`src/rtl/pio_pkg.sv`:
```
package pio_pkg;

  localparam int unsigned OFF_MODE  = 'h00;
  localparam int unsigned OFF_TYPE  = 'h04;
  localparam int unsigned OFF_SLEW  = 'h08;
  localparam int unsigned OFF_PULL  = 'h0C;
  localparam int unsigned OFF_IN    = 'h10;
  localparam int unsigned OFF_OUT   = 'h14;
  localparam int unsigned OFF_SETCL = 'h18;
  localparam int unsigned OFF_LOCK  = 'h1C;
  localparam int unsigned OFF_SELLO = 'h20;
  localparam int unsigned OFF_SELHI = 'h24;

  typedef enum logic [1:0] {
    PM_INPUT  = 2'b00,
    PM_OUTPUT = 2'b01,
    PM_PERIPH = 2'b10,
    PM_ANALOG = 2'b11
  } pin_mode_e;

  typedef enum logic [1:0] {
    PULL_NONE = 2'b00,
    PULL_UP   = 2'b01,
    PULL_DOWN = 2'b10,
    PULL_RSVD = 2'b11
  } pull_code_e;

endpackage

```
`src/rtl/pio_regs.sv`:
```
module pio_regs #(
  parameter int unsigned NPINS  = 16,
  parameter int unsigned SEL_W  = 4,
  parameter int unsigned ADDR_W = 6,
  parameter int unsigned DATA_W = 32
) (
  input  logic                   clk,
  input  logic                   rst_n,
  input  logic [ADDR_W-1:0]      addr,
  input  logic [DATA_W-1:0]      wdata,
  input  logic                   we,
  input  logic                   re,
  output logic [DATA_W-1:0]      rdata,
  input  logic [NPINS-1:0]       in_data,
  output logic [2*NPINS-1:0]     mode_q,
  output logic [NPINS-1:0]       otype_q,
  output logic [2*NPINS-1:0]     slew_q,
  output logic [2*NPINS-1:0]     pull_q,
  output logic [NPINS-1:0]       out_q,
  output logic [SEL_W*NPINS-1:0] sel_q
);
  import pio_pkg::*;

  localparam int unsigned SEL_ALL  = SEL_W * NPINS;
  localparam int unsigned SEL_HALF = SEL_ALL / 2;

  localparam logic [ADDR_W-1:0] A_MODE  = ADDR_W'(OFF_MODE);
  localparam logic [ADDR_W-1:0] A_TYPE  = ADDR_W'(OFF_TYPE);
  localparam logic [ADDR_W-1:0] A_SLEW  = ADDR_W'(OFF_SLEW);
  localparam logic [ADDR_W-1:0] A_PULL  = ADDR_W'(OFF_PULL);
  localparam logic [ADDR_W-1:0] A_IN    = ADDR_W'(OFF_IN);
  localparam logic [ADDR_W-1:0] A_OUT   = ADDR_W'(OFF_OUT);
  localparam logic [ADDR_W-1:0] A_SETCL = ADDR_W'(OFF_SETCL);
  localparam logic [ADDR_W-1:0] A_LOCK  = ADDR_W'(OFF_LOCK);
  localparam logic [ADDR_W-1:0] A_SELLO = ADDR_W'(OFF_SELLO);
  localparam logic [ADDR_W-1:0] A_SELHI = ADDR_W'(OFF_SELHI);

  logic [2*NPINS-1:0]   mode_d, slew_d, pull_d;
  logic [NPINS-1:0]     otype_d, out_d;
  logic [SEL_ALL-1:0]   sel_d;
  logic [DATA_W-1:0]    rd_d;
  logic [NPINS-1:0]     set_mask, clr_mask;

  assign set_mask = wdata[NPINS-1:0];
  assign clr_mask = wdata[2*NPINS-1:NPINS];

  // next-state for stored registers
  always_comb begin
    mode_d  = mode_q;
    otype_d = otype_q;
    slew_d  = slew_q;
    pull_d  = pull_q;
    out_d   = out_q;
    sel_d   = sel_q;
    if (we) begin
      unique case (addr)
        A_MODE:  mode_d  = wdata[2*NPINS-1:0];
        A_TYPE:  otype_d = wdata[NPINS-1:0];
        A_SLEW:  slew_d  = wdata[2*NPINS-1:0];
        A_PULL:  pull_d  = wdata[2*NPINS-1:0];
        A_OUT:   out_d   = wdata[NPINS-1:0];
        A_SETCL: out_d   = (out_q & ~clr_mask) | set_mask;
        A_SELLO: sel_d[SEL_HALF-1:0]       = wdata[SEL_HALF-1:0];
        A_SELHI: sel_d[SEL_ALL-1:SEL_HALF] = wdata[SEL_HALF-1:0];
        default: ;
      endcase
    end
  end

  // read mux
  always_comb begin
    rd_d = '0;
    unique case (addr)
      A_MODE:  rd_d = DATA_W'(mode_q);
      A_TYPE:  rd_d = DATA_W'(otype_q);
      A_SLEW:  rd_d = DATA_W'(slew_q);
      A_PULL:  rd_d = DATA_W'(pull_q);
      A_IN:    rd_d = DATA_W'(in_data);
      A_OUT:   rd_d = DATA_W'(out_q);
      A_SELLO: rd_d = DATA_W'(sel_q[SEL_HALF-1:0]);
      A_SELHI: rd_d = DATA_W'(sel_q[SEL_ALL-1:SEL_HALF]);
      default: rd_d = '0;
    endcase
  end

  always_ff @(posedge clk or negedge rst_n) begin
    if (!rst_n) begin
      mode_q  <= '0;
      otype_q <= '0;
      slew_q  <= '0;
      pull_q  <= '0;
      out_q   <= '0;
      sel_q   <= '0;
    end else if (we) begin
      mode_q  <= mode_d;
      otype_q <= otype_d;
      slew_q  <= slew_d;
      pull_q  <= pull_d;
      out_q   <= out_d;
      sel_q   <= sel_d;
    end
  end

  always_ff @(posedge clk or negedge rst_n) begin
    if (!rst_n) begin
      rdata <= '0;
    end else if (re) begin
      rdata <= rd_d;
    end
  end


  set_wins_chk: assert property (@(posedge clk) disable iff (!rst_n)
    $past(we && addr == A_SETCL) |->
      ((out_q & $past(wdata[NPINS-1:0])) == $past(wdata[NPINS-1:0])));


  clear_applies_chk: assert property (@(posedge clk) disable iff (!rst_n)
    $past(we && addr == A_SETCL) |->
      ((out_q & $past(wdata[2*NPINS-1:NPINS] & ~wdata[NPINS-1:0])) == '0));


  setcl_keeps_rest_chk: assert property (@(posedge clk) disable iff (!rst_n)
    $past(we && addr == A_SETCL) |->
      (((out_q ^ $past(out_q)) & ~$past(wdata[2*NPINS-1:NPINS] | wdata[NPINS-1:0])) == '0));


  wo_reads_zero_chk: assert property (@(posedge clk) disable iff (!rst_n)
    $past(re && (addr == A_SETCL || addr == A_LOCK)) |-> (rdata == '0));


  mode_hold_chk: assert property (@(posedge clk) disable iff (!rst_n)
    !$past(we && addr == A_MODE) |-> $stable(mode_q));

endmodule

```
`src/rtl/pio_insync.sv`:
```
module pio_insync #(
  parameter int unsigned NPINS = 16
) (
  input  logic             clk,
  input  logic             rst_n,
  input  logic [NPINS-1:0] pin_in,
  input  logic [NPINS-1:0] analog_mask,
  output logic [NPINS-1:0] in_q
);
  logic [NPINS-1:0] meta_q, stab_q, in_d;

  always_comb begin
    in_d = stab_q & ~analog_mask;
  end

  always_ff @(posedge clk or negedge rst_n) begin
    if (!rst_n) begin
      meta_q <= '0;
      stab_q <= '0;
      in_q   <= '0;
    end else begin
      meta_q <= pin_in;
      stab_q <= meta_q;
      in_q   <= in_d;
    end
  end

endmodule

```
`src/rtl/pio_pin_path.sv`:
```
module pio_pin_path #(
  parameter int unsigned NALT  = 16,
  parameter int unsigned SEL_W = $clog2(NALT)
) (
  input  logic [1:0]       mode,
  input  logic             otype,
  input  logic             out_bit,
  input  logic [1:0]       pull,
  input  logic [SEL_W-1:0] sel,
  input  logic [NALT-1:0]  alt_val,
  input  logic [NALT-1:0]  alt_en,
  output logic             pin_out,
  output logic             pin_oe,
  output logic             pull_up,
  output logic             pull_dn,
  output logic             analog
);
  import pio_pkg::*;

  logic drv_val, drv_en;

  always_comb begin
    drv_val = 1'b0;
    drv_en  = 1'b0;
    unique case (mode)
      PM_OUTPUT: begin
        drv_val = out_bit;
        drv_en  = 1'b1;
      end
      PM_PERIPH: begin
        drv_val = alt_val[sel];
        drv_en  = alt_en[sel];
      end
      default: ;
    endcase
  end

  always_comb begin
    if (otype) begin
      pin_out = 1'b0;
      pin_oe  = drv_en & ~drv_val;
    end else begin
      pin_out = drv_en & drv_val;
      pin_oe  = drv_en;
    end
  end

  always_comb begin
    analog  = (mode == PM_ANALOG);
    pull_up = !analog && (pull == PULL_UP);
    pull_dn = !analog && (pull == PULL_DOWN);
  end

endmodule

```
`src/rtl/pio_port.sv`:
```
module pio_port #(
  parameter int unsigned NPINS  = 16,
  parameter int unsigned NALT   = 16,
  parameter int unsigned ADDR_W = 6,
  parameter int unsigned DATA_W = 32
) (
  input  logic                    clk,
  input  logic                    rst_n,
  input  logic [ADDR_W-1:0]       bus_addr,
  input  logic [DATA_W-1:0]       bus_wdata,
  input  logic                    bus_we,
  input  logic                    bus_re,
  output logic [DATA_W-1:0]       bus_rdata,
  input  logic [NPINS-1:0]        pin_in,
  output logic [NPINS-1:0]        pin_out,
  output logic [NPINS-1:0]        pin_oe,
  output logic [NPINS-1:0]        pad_open_drain,
  output logic [2*NPINS-1:0]      pad_speed,
  output logic [NPINS-1:0]        pad_pull_up,
  output logic [NPINS-1:0]        pad_pull_dn,
  output logic [NPINS-1:0]        pad_analog,
  input  logic [NPINS*NALT-1:0]   periph_out,
  input  logic [NPINS*NALT-1:0]   periph_oe
);
  localparam int unsigned SEL_W = $clog2(NALT);

  logic                    rst_q1, rst_sync;
  logic [2*NPINS-1:0]      mode_q, pull_q;
  logic [NPINS-1:0]        otype_q, out_q, in_q;
  logic [SEL_W*NPINS-1:0]  sel_q;

  // reset: asserted at once, released after two clock edges
  always_ff @(posedge clk or negedge rst_n) begin
    if (!rst_n) begin
      rst_q1   <= 1'b0;
      rst_sync <= 1'b0;
    end else begin
      rst_q1   <= 1'b1;
      rst_sync <= rst_q1;
    end
  end

  pio_regs #(
    .NPINS (NPINS),
    .SEL_W (SEL_W),
    .ADDR_W(ADDR_W),
    .DATA_W(DATA_W)
  ) u_regs (
    .clk    (clk),
    .rst_n  (rst_sync),
    .addr   (bus_addr),
    .wdata  (bus_wdata),
    .we     (bus_we),
    .re     (bus_re),
    .rdata  (bus_rdata),
    .in_data(in_q),
    .mode_q (mode_q),
    .otype_q(otype_q),
    .slew_q (pad_speed),
    .pull_q (pull_q),
    .out_q  (out_q),
    .sel_q  (sel_q)
  );

  pio_insync #(.NPINS(NPINS)) u_insync (
    .clk        (clk),
    .rst_n      (rst_sync),
    .pin_in     (pin_in),
    .analog_mask(pad_analog),
    .in_q       (in_q)
  );

  assign pad_open_drain = otype_q;

  for (genvar p = 0; p < NPINS; p++) begin : g_pin
    pio_pin_path #(.NALT(NALT), .SEL_W(SEL_W)) u_pin (
      .mode   (mode_q[2*p +: 2]),
      .otype  (otype_q[p]),
      .out_bit(out_q[p]),
      .pull   (pull_q[2*p +: 2]),
      .sel    (sel_q[SEL_W*p +: SEL_W]),
      .alt_val(periph_out[NALT*p +: NALT]),
      .alt_en (periph_oe[NALT*p +: NALT]),
      .pin_out(pin_out[p]),
      .pin_oe (pin_oe[p]),
      .pull_up(pad_pull_up[p]),
      .pull_dn(pad_pull_dn[p]),
      .analog (pad_analog[p])
    );
  end


  od_never_high_chk: assert property (@(posedge clk) disable iff (!rst_sync)
    ((pin_out & pad_open_drain) == '0));


  analog_quiet_chk: assert property (@(posedge clk) disable iff (!rst_sync)
    (((pin_oe | pad_pull_up | pad_pull_dn) & pad_analog) == '0));


  pull_excl_chk: assert property (@(posedge clk) disable iff (!rst_sync)
    ((pad_pull_up & pad_pull_dn) == '0));


  analog_input_zero_chk: assert property (@(posedge clk) disable iff (!rst_sync)
    $past(pad_analog == '1) && (pad_analog == '1) |=> (in_q == '0));

endmodule

```
`config.mk`:
```
export PLATFORM = sky130hd
export DESIGN_NAME = pio_port
export DESIGN_NICKNAME = d
export VERILOG_FILES = /design/src/rtl/pio_pkg.sv /design/src/rtl/pio_regs.sv /design/src/rtl/pio_insync.sv /design/src/rtl/pio_pin_path.sv /design/src/rtl/pio_port.sv
export SDC_FILE = /design/constraint.sdc
export NUM_CORES = 1
export LEC_CHECK = 0
export BUFFER_PORTS_ARGS = -buffer_cell sky130_fd_sc_hd__buf_2
export CAP_MARGIN = 20
export CORE_AREA = 2 2 282 284
export CTS_CLUSTER_DIAMETER = 50
export DETAILED_ROUTE_END_ITERATION = 8
export DIE_AREA = 0 0 284 286
export PLACE_DENSITY = 0.45
export SLEW_MARGIN = 15
export SYNTH_ARGS = -nofsm -noshare
export SYNTH_HDL_FRONTEND = slang
export SYNTH_SLANG_ARGS = --single-unit
```
`constraint.sdc`:
```
create_clock -name clk -period 11.4 [get_ports clk]
set_input_delay 0.57 -clock clk [delete_from_list [all_inputs] [get_ports clk]]
set_output_delay 0.57 -clock clk [all_outputs]
set_load 0.005 [all_outputs]
```
==> summary.txt <==
Setup path
  • Worst r2r dst: u_regs.sel_q[37]
  • CP required: 10.83 ns
  • CP bufs+invs: 1
  • R2R Path Start: rst_sync
  • Startpoint types: flip-flop
  • CP startpoint: u_regs.sel_q[32]
  • Worst-path cell chain: mux4_2 > a22oi_1 > or2_2 > o211ai_1 > nor3b_1 > buf_2
  • R2R setup slack: 9.22 ns
  • Reg2Reg Depth: 2
  • Crit end category: primary output
  • Worst path max stage delay: 0.92 ns
  • Crit Path Max Fanout: 15
  • Crit Path Class: reg2out
  • Crit path DAT: 3.21 ns
  • Crit path max-delay cell type: dfrtp_1
  • Worst path top cell family by delay: flip-flops

Floorplan
  • Num rows: 103
  • DIE HEIGHT: 286 um
  • Die X-Extent: 284 um
  • IO Pins: 730
  • Die area: 0.0812 sq mm
  • Initial Util: 22.9%
  • Core area: 0.0784 sq mm

Synth
  • Mux contribution to synthesized area: 27.1%
  • Post-synthesis cell area: 0.0179 sq mm
  • XOR/XNOR share of the synthesized area: 0%
  • Synth area leader: dfrtp_1
  • Synth cell types: 55
  • Top post-synthesis cells by count: 274 x dfrtp_1, 151 x mux2_2, 105 x buf_4, 101 x mux2i_1, 81 x inv_1
  • Syn. warnings: 0
  • Synth area leaders: dfrtp_1 38%, mux4_2 9.9%, mux2_2 9.5%, mux2i_1 5.6%, buf_4 4.4%
  • Post-synth top area share: 38.2%
  • Syn nets: 2181
  • Most common cell in the synthesized netlist: dfrtp_1
  • EDFF count, synth: 0
  • Share of the yosys chip area belonging to registers: 38.2%
  • Combinational family with the most area after synthesis: multiplexers
  • Post-Syn Instances: 1563
  • Async set-reset flop share out of synthesis: 100%
  • Post-synth top flop: dfrtp_1
  • Post-Synth Adder-Cell Area: 3.35%
  • Syn avg cell area: 11.5 sq um
  • Post-Synth Simple-Gate Area: 10.5%
  • Synth Area in Compound Gates: 11.7%
  • #FFs+latches synth: 274

Place
  • Input/output buffers: 729
  • Final HPWL DP: 66900 um
  • Routability-driven placement congestion ratio: 0.948
  • # placed instances: 3142
  • Setup slack after placement: 7.62 ns

Min path
  • Worst Hold Class: in2reg
  • Hold Crit Endpoint: u_insync.meta_q[7]
  • Hold path startpoint: pin_in[7]
  • Hold path depth: 1

Clock tree
  • Worst skew pair latency: 0.54 ns
  • Clk slew on worst S/H paths: 0.06 ns
  • CTS buffer count: 39
  • Total clock sinks: 274
  • CTS Buffer Depth: 3
  • Post-CTS Setup Inserts: 0
  • H-tree depth: 2
  • CTS tree: built
  • Root buf cell: clkbuf_16

Detailed routing
  • Antenna Nets Post-Route: 0
  • Routed WL per cell: 26.3 um
  • Drt first pass iters: 7
  • Remaining DRCs: 0
  • Iter 0 DRT Violations: 1044
  • Via density: 4.88
  • Routed wire length: 84600 um
  • Vias: 15700

Timing
  • Slew HR: 20.9%
  • Setup Skew: 0.0144 ns
  • Final Worst Setup Slack: 7.62 ns
  • Max Slew Vio Count: 0
  • Peak Freq: 0.265 GHz
  • Endpoints failing setup: 0
  • Final min period: 3.78 ns
  • RSZ-0062 raised after global routing: no
  • Worst slew pin tran: 1.19 ns
  • Endpoints failing hold: 0
  • Final Cycle Share: 33.1%
  • Total negative slack: 0 ns
  • Hold Worst Slack: 0.131 ns

Pwr
  • Leakage power: 10.5 nW
  • VDD IR max: 0.0785 mV
  • Final Power: 3.15 mW
  • Pwr per Cell Area: 137 mW/mm^2

Final layout
  • Final #Nets: 2752
  • Antenna cells: 0
  • P&R area growth vs syn: 28.1%
  • Post-Layout Cell Count: 3210
  • Share of cells above drive strength 1: 49.1%

GRT
  • Largest net degree at the start of global routing: 70
  • Tot GR Track Use: 20.1%
  • Global-route wire length before repair: 119000 um
  • Gr ovfl total: 0
  • Vias in the first global route: 16300
  • Antenna violations before repair: 16

Job
  • Total of max-cap violations: 0

Outcome
  • Outcome: completed
-- placed cells by master, fill, tap and decap left out, types with 30 or more instances in the layout --
cell | netlist | final
buf_2 | 48 | 729
dfrtp_1 | 274 | 273
mux2_2 | 151 | 151
mux2i_1 | 101 | 101
inv_1 | 81 | 81
mux4_2 | 79 | 79
nor3b_1 | 50 | 50
nor2b_1 | 49 | 49
a222oi_1 | 48 | 48
ha_1 | 48 | 48
clkbuf_16 | 0 | 39
nand3_1 | 38 | 38
nand2_1 | 40 | 37
o21ai_0 | 36 | 36
mux2_1 | 33 | 33
nand2b_1 | 30 | 30
a21oi_1 | 30 | 30
-- worst reg2reg max path, cell delays in order, from the launching register on --
cell and delay [ns]:
dfrtp_4 0.57, buf_4 0.66, buf_4 0.86
-- power by group --
| group | switching, mW | internal (mW) | total [mW] |
|---|---|---|---|
| registers | 0.249 | 1.07 | 1.32 |
| clock network | 0.478 | 0.710 | 1.19 |
| logic | 0.272 | 0.369 | 0.641 |
| total | 0.998 | 2.15 | 3.15 |
-- logic make-up after synthesis --
kind of cell             after synthesis
multiplexers                         364
other                                  1
AND/OR/NAND/NOR                      311
AO/OA/AOI/OAI                        269
flip-flops                           274
adder cells (fa/ha/maj)               48
buffers and inverters                296
-- sequential cells by signal (all words and copies together), names as in the netlist --
register,flops
u_regs.sel_q,64
u_insync.in_q,16
rst_sync,1
u_regs.mode_q,32
u_regs.otype_q,16
u_regs.out_q,16
u_insync.meta_q,16
rst_q1,1
u_regs.pull_q,32
u_insync.stab_q,16
u_regs.slew_q,32
u_regs.rdata,32
-- area by class of cell --
cell class | instances | area [sq um]
clock buffer | 49 | 1060
clock inverter | 18 | 178
fill | 8326 | 55400
timing repair buffer | 745 | 3790
tap | 1050 | 1310
inverter | 81 | 304
multi-input combinational | 993 | 9450
sequential | 274 | 6860
-- what timing repair did --
item,in CTS,in global routing
hold buffers,1,0
setup endpoints to repair,0,0
gates resized for setup,0,0
hold endpoints to repair,2,0
-- layer usage --
layer | share of wire [%] | up-vias | global-route usage [%]
met4 | 1.8 | 8 | 3.76
met1 | 42 | 7986 | 24.8
li1 | - | 6953 | -
met5 | 0.051 | - | 0
met3 | 5.6 | 98 | 3.83
met2 | 51 | 630 | 36.7
-- worst max-delay path by stage --
| stage | to | slack [ns] | cells after the start |
|---|---|---|---|
| 5_1_grt | pin_out[8] | 7.49 | 6 |
| 6_report | pin_out[8] | 7.62 | 6 |
| 4_1_cts | pin_out[8] | 7.49 | 6 |
| 2_1_floorplan | u_insync.in_q[0] | 3.20 | 0 |
| 3_5_place_dp | u_regs.slew_q[22] | 7.62 | 6 |
| 3_3_place_gp | u_regs.slew_q[23] | 7.53 | 5 |
-- per-stage QoR --
step                      utilization [%]  area [sq um]
after global placement               27.7         21700
final                                29.3         23000
after detailed placement             27.7         21700
after floorplan                         -         17900
after global routing                 29.3         23000
after CTS                            29.3         23000
No activity file was read; power rests on OpenSTA's default activity.
